[src/rtl/acl_pkg.sv]
package acl_pkg;

    typedef enum logic [1:0] {
        ST_RUN    = 2'd0,
        ST_LOST   = 2'd1,
        ST_SETTLE = 2'd2,
        ST_PULSE  = 2'd3
    } rs_state_e;

    typedef enum logic [1:0] {
        POL_OFF  = 2'b00,
        POL_ON   = 2'b01,
        POL_KEEP = 2'b10,
        POL_RSVD = 2'b11
    } rs_policy_e;

endpackage

[src/rtl/acl_sync.sv]
module acl_sync #(
    parameter int unsigned WIDTH  = 3,
    parameter int unsigned STAGES = 2
) (
    input  logic             clk,
    input  logic             rst_n,
    input  logic [WIDTH-1:0] async_i,
    output logic [WIDTH-1:0] sync_o
);

    logic [STAGES-1:0][WIDTH-1:0] stage_q;

    // Stage 0 samples the asynchronous flags; later stages settle metastability.
    // Reset value 0 means "not good", so a cold start looks like an outage.
    for (genvar s = 0; s < STAGES; s++) begin : g_stage
        if (s == 0) begin : g_first
            always_ff @(posedge clk or negedge rst_n) begin
                if (!rst_n) stage_q[s] <= '0;
                else        stage_q[s] <= async_i;
            end
        end else begin : g_next
            always_ff @(posedge clk or negedge rst_n) begin
                if (!rst_n) stage_q[s] <= '0;
                else        stage_q[s] <= stage_q[s-1];
            end
        end
    end

    assign sync_o = stage_q[STAGES-1];

endmodule

[src/rtl/acl_policy_decode.sv]
module acl_policy_decode
    import acl_pkg::*;
(
    input  logic [1:0] policy_i,
    input  logic       latched_i,
    output logic       resume_on_o
);

    always_comb begin
        unique case (rs_policy_e'(policy_i))
            POL_ON:   resume_on_o = 1'b1;
            POL_KEEP: resume_on_o = latched_i;
            default:  resume_on_o = 1'b0;   // force off and reserved code
        endcase
    end

endmodule

[src/rtl/acl_resume_fsm.sv]
module acl_resume_fsm
    import acl_pkg::*;
#(
    parameter int unsigned SETTLE_CYCLES = 16,
    parameter int unsigned PULSE_CYCLES  = 8
) (
    input  logic       clk,
    input  logic       rst_n,
    input  logic       good_i,
    input  logic       host_active_i,
    input  logic [1:0] policy_i,
    input  logic       resume_on_i,
    output logic       latched_o,
    output logic       req_o
);

    localparam int unsigned MAXC = (SETTLE_CYCLES > PULSE_CYCLES) ? SETTLE_CYCLES : PULSE_CYCLES;
    localparam int unsigned CW   = $clog2(MAXC) + 1;
    localparam logic [CW-1:0] SETTLE_LAST = CW'(SETTLE_CYCLES - 1);
    localparam logic [CW-1:0] PULSE_LAST  = CW'(PULSE_CYCLES - 1);

    typedef struct packed {
        rs_state_e     state;
        logic          latched;
        logic [CW-1:0] cnt;
        logic          req;
    } rs_regs_t;

    localparam rs_regs_t RESET_VAL = '{state: ST_LOST, latched: 1'b0, cnt: '0, req: 1'b0};

    rs_regs_t r_q, r_d;

    always_comb begin
        r_d = r_q;
        unique case (r_q.state)
            ST_RUN: begin
                if (!good_i) begin
                    r_d.state   = ST_LOST;
                    r_d.latched = host_active_i;
                end
            end
            ST_LOST: begin
                if (good_i) begin
                    r_d.state = ST_SETTLE;
                    r_d.cnt   = '0;
                end
            end
            ST_SETTLE: begin
                if (!good_i) begin
                    r_d.state = ST_LOST;
                end else if (r_q.cnt == SETTLE_LAST) begin
                    r_d.cnt = '0;
                    if (resume_on_i) begin
                        r_d.state = ST_PULSE;
                        r_d.req   = 1'b1;
                    end else begin
                        r_d.state = ST_RUN;
                    end
                end else begin
                    r_d.cnt = r_q.cnt + 1'b1;
                end
            end
            ST_PULSE: begin
                if (!good_i) begin
                    r_d.state   = ST_LOST;
                    r_d.latched = host_active_i;
                    r_d.req     = 1'b0;
                end else if (r_q.cnt == PULSE_LAST) begin
                    r_d.state = ST_RUN;
                    r_d.req   = 1'b0;
                end else begin
                    r_d.cnt = r_q.cnt + 1'b1;
                end
            end
            default: r_d = RESET_VAL;
        endcase
    end

    always_ff @(posedge clk or negedge rst_n) begin
        if (!rst_n) r_q <= RESET_VAL;
        else        r_q <= r_d;
    end

    assign latched_o = r_q.latched;
    assign req_o     = r_q.req;

    // A pulse only starts after a cycle in which power was seen good.
    AST_RISE_NEEDS_GOOD: assert property (@(posedge clk) disable iff (!rst_n)
        $rose(req_o) |-> $past(good_i)) else $error("rise without good");

    // Forcing off or the reserved code never lets a pulse start.
    AST_OFF_NO_PULSE: assert property (@(posedge clk) disable iff (!rst_n)
        $rose(req_o) |-> ($past(policy_i) == 2'b01 || $past(policy_i) == 2'b10)) else $error("pulse under off policy");

    // While waiting for or settling after a loss, the record never changes.
    AST_LATCH_HOLD: assert property (@(posedge clk) disable iff (!rst_n)
        ($past(r_q.state) == ST_LOST || $past(r_q.state) == ST_SETTLE) |-> $stable(r_q.latched)) else $error("record overwritten");

    // A fresh loss while running records the host level seen on that edge.
    AST_CAPTURE: assert property (@(posedge clk) disable iff (!rst_n)
        ($past(r_q.state) == ST_RUN && !$past(good_i)) |-> (r_q.latched == $past(host_active_i))) else $error("bad capture");

    // A pulse ends either at full length or because power dropped.
    AST_PULSE_END: assert property (@(posedge clk) disable iff (!rst_n)
        $fell(req_o) |-> ($past(r_q.cnt) == PULSE_LAST || !$past(good_i))) else $error("pulse cut short");

endmodule

[src/rtl/acl_resume_ctrl.sv]
module acl_resume_ctrl
    import acl_pkg::*;
#(
    parameter int unsigned SYNC_STAGES   = 2,
    parameter int unsigned SETTLE_CYCLES = 16,
    parameter int unsigned PULSE_CYCLES  = 8
) (
    input  logic       clk,
    input  logic       rst_n,
    input  logic       supply_ok_i,
    input  logic       main_rail_ok_i,
    input  logic       stby_rail_ok_i,
    input  logic       host_active_i,
    input  logic [1:0] policy_i,
    output logic       pwr_on_req_o
);

    localparam int unsigned NFLAGS = 3;

    logic [NFLAGS-1:0] flags_s;
    logic              all_good_s;
    logic              latched;
    logic              resume_on;

    acl_sync #(.WIDTH(NFLAGS), .STAGES(SYNC_STAGES)) u_sync (
        .clk     (clk),
        .rst_n   (rst_n),
        .async_i ({stby_rail_ok_i, main_rail_ok_i, supply_ok_i}),
        .sync_o  (flags_s)
    );

    // Any single flag low is a loss.
    assign all_good_s = &flags_s;

    acl_policy_decode u_decode (
        .policy_i    (policy_i),
        .latched_i   (latched),
        .resume_on_o (resume_on)
    );

    acl_resume_fsm #(.SETTLE_CYCLES(SETTLE_CYCLES), .PULSE_CYCLES(PULSE_CYCLES)) u_fsm (
        .clk           (clk),
        .rst_n         (rst_n),
        .good_i        (all_good_s),
        .host_active_i (host_active_i),
        .policy_i      (policy_i),
        .resume_on_i   (resume_on),
        .latched_o     (latched),
        .req_o         (pwr_on_req_o)
    );

endmodule

[config.mk]
export PLATFORM = sky130hd
export DESIGN_NAME = acl_resume_ctrl
export DESIGN_NICKNAME = d
export VERILOG_FILES = /design/src/rtl/acl_pkg.sv /design/src/rtl/acl_sync.sv /design/src/rtl/acl_policy_decode.sv /design/src/rtl/acl_resume_fsm.sv /design/src/rtl/acl_resume_ctrl.sv
export SDC_FILE = /design/constraint.sdc
export NUM_CORES = 1
export LEC_CHECK = 0
export BUFFER_PORTS_ARGS = -buffer_cell sky130_fd_sc_hd__buf_4
export CAP_MARGIN = 20
export CORE_ASPECT_RATIO = 1.2
export CORE_UTILIZATION = 45
export CTS_CLUSTER_DIAMETER = 50
export CTS_CLUSTER_SIZE = 12
export DETAILED_ROUTE_END_ITERATION = 6
export GPL_ROUTABILITY_DRIVEN = 0
export HOLD_SLACK_MARGIN = 0.03
export PLACE_DENSITY = 0.64
export SLEW_MARGIN = 10
export SYNTH_ARGS = -nofsm -noshare
export SYNTH_HDL_FRONTEND = slang
export SYNTH_SLANG_ARGS = --single-unit
[constraint.sdc]
create_clock -name clk -period 2.5 [get_ports clk]
set_clock_uncertainty 0.15 [all_clocks]
set_input_delay 0.125 -clock clk [delete_from_list [all_inputs] [get_ports clk]]
set_output_delay 0.125 -clock clk [all_outputs]
set_load 0.01 [all_outputs]
==> results.ini <==
[critical_path]
arrival_ns = 2.24
critPathCaptureType = register
worstPathRequired_ns = 2.59
cpMaxStageDelayCell = dfrtp_1
max_stage_delay_ns = 0.43
cpMostUsedCell = ha_1
cp_cell_sequence = ha_1, and3_2, ha_1, nor2b_1, nor2_1, nor3_1, a22o_1
crit_fanout = 4
path_class = register to register
cp-start-kind = register

[timing]
rsz0062_at_grt = false
setup-violations-final = 0
slew_violations = 0
setup_slack_ns = 0.351
setup-tns-final_ns = 0
worst_slew_pin_slew_ns = 0.376
slew_headroom_pct = 74.9
fin_crit_sh_pct = 86.0
timing.fmax_ghz = 0.465
min_period_ns = 2.15
finalHoldViolations = 0

[detailed_routing]
dr_wl_met2_um = 737
vias = 643
dr_wl_met3_um = 48
vias_per_cell = 5.50
dr.first_iter.drc_count = 12
ant_nets = 0
drc = 0
wl_per_cell_um = 13.0
wl_met1_um = 695
top_layer_used = met4
firstDrtPassIters = 2
wl_um = 1520

[logic_synthesis]
yosysMostFrequentCell = dfrtp_1
seq_area_frac_synth_pct = 42.9
synth.net_count = 98
syn_inst = 81
syn_avg_cell_area_um2 = 10.8
async_reset_ff_share_pct = 100
yosys-top-cells-count = 14 x dfrtp_1, 9 x ha_1, 8 x inv_1
synth_top_cell_area_share_pct = 39.9
yosysUniqueCellTypes = 30
syn_area_um2 = 878
synth_area_leaders = dfrtp_1 40%, ha_1 13%, inv_1 3.4%, a2111oi_4 3.1%, nand4bb_4 3.1%
synth_edf_count = 0
synth_ff_type = dfrtp_1
yosys_warnings = 0
ys_seq_elements = 15
synth_area_leader_cell = dfrtp_1

[global_route]
grt_pass1_wl_um = 2690
grt_max_degree = 16
grt_pass1_vias = 657
grt_usage_pct = 17.4
grt-ovfl-total = 0
antenna_found_initial = 0

[placed_design]
place.port_buffers = 8
preCtsSetupSlack_ns = 0.395
place_hpwl_um = 1140

[cells_and_area]
area_growth_pct = 18.4
drive_gt1_share_pct = 21.4
multi_input_area_um2 = 472
register_area_um2 = 377
nNetsFinal = 116
fillers = 172
n_antenna_cell = 0

[floorplanning]
rows = 17
dieArea_um2 = 2130
core_um2 = 1830
initial_core_util_pct = 48.0
ios = 9
fp.dieW_um = 42.3
fp.dieH_um = 50.4

[clocking]
numCtsBuffers = 3
clock-sinks = 15
post-cts-setup-buffers = 0
cts_tree = yes
clk_latency_ns = 0.29
cts.path.max_buffers = 2
path_clk_slew_ns = 0.10
cts.repair.resized = 0
h-tree-depth = 1
cts_root_buffer = clkbuf_4
cts_hold_buf = 5

[pwr]
power_density_nw_per_um2 = 934
ir_drop_mv = 0.633
leakage_nw = 0.486
finalPower_w = 0.000971

[job]
maxCapViolations = 0

[min_path]
hp-class = input pin to asynchronous set/reset pin

[status]
outcome = complete, no violations

cell families after synthesis:
family / after synthesis / share of synthesized area [%]
AND/OR/NAND/NOR: 26 / 17.5
AO/OA/AOI/OAI: 20 / 19.7
flip-flops: 15 / 42.9
adder cells (fa/ha/maj): 9 / 12.8
buffers and inverters: 8 / 3.42
multiplexers: 3 / 3.70
worst max-delay path, delay by kind of cell, from the launching register on:
kind                     cells  cell delay [ns]
AND/OR/NAND/NOR              4             0.87
adder cells (fa/ha/maj)      2             0.49
flip-flops                   1             0.43
AO/OA/AOI/OAI                1             0.16
layout by cell type, fill, tap and decap left out, types with 2 or more instances in the layout:
cell	n
a21oi_1	5
buf_4	8
clkbuf_4	3
dfrtp_1	14
dlygate4sd3_1	5
ha_1	9
inv_1	8
mux2_2	2
nand2_1	5
nand3_1	2
nor2_1	6
nor2b_1	3
nor3_1	3
o21ai_0	5
area by class of cell:
class / instances / area share (%)
inverter: 8 / 2.89
tap: 19 / 2.29
clock buffer: 3 / 2.17
sequential: 15 / 36.2
multi-input combinational: 58 / 45.4
timing repair buffer: 13 / 10.6
clock inverter: 1 / 0.481
worst paths after layout:
check / from / endpoint / slack (ns) / cells past startpoint
min reg2reg: u_sync.stage_q[0] / u_sync.sync_o[0] / 0.21 / 0
max reg2reg: u_fsm.r_q[1] / u_fsm.r_q[4] / 0.35 / 7
max in group asynchronous: rst_n / u_fsm.r_q[7] / 1.91 / 2
min: rst_n / u_fsm.r_q[8] / 0.05 / 2
max: u_fsm.r_q[1] / u_fsm.r_q[4] / 0.35 / 7
min in group clk: u_sync.stage_q[0] / u_sync.sync_o[0] / 0.21 / 0
power by group:
| part | switching [W] | total, W | internal [W] | leakage (nW) |
|---|---|---|---|---|
| combinational | 0.000274 | 0.000480 | 0.000207 | 0.283 |
| clock | 0.0000877 | 0.000147 | 0.0000596 | 0.0177 |
| sequential | 0.0000419 | 0.000344 | 0.000302 | 0.185 |
metal layers:
metal  up-vias  GRT usage [%]
met1       306           18.8
met3         4           3.24
met5         -              0
met4         0           10.9
met2        12           30.8
li1        321              -
sequential cells by signal, indices dropped and copies added, names as in the netlist:
name	cells
u_sync.stage_q	3
u_sync.sync_o	3
u_fsm.r_q	7
u_fsm.req_o	1
u_fsm.latched_o	1
through the flow:
stage / util, % / hold WS, ns / std cells / area [µm²]
after floorplan: - / -0.321 / 81 / 878
after global placement: 52.6 / -0.162 / 108 / 962
after detailed placement: 52.6 / -0.158 / 108 / 962
after CTS: 56.8 / 0.0625 / 117 / 1040
after global routing: 56.8 / 0.0502 / 117 / 1040
final: 56.8 / 0.0485 / 117 / 1040
Power figures use the tool's default switching activity.
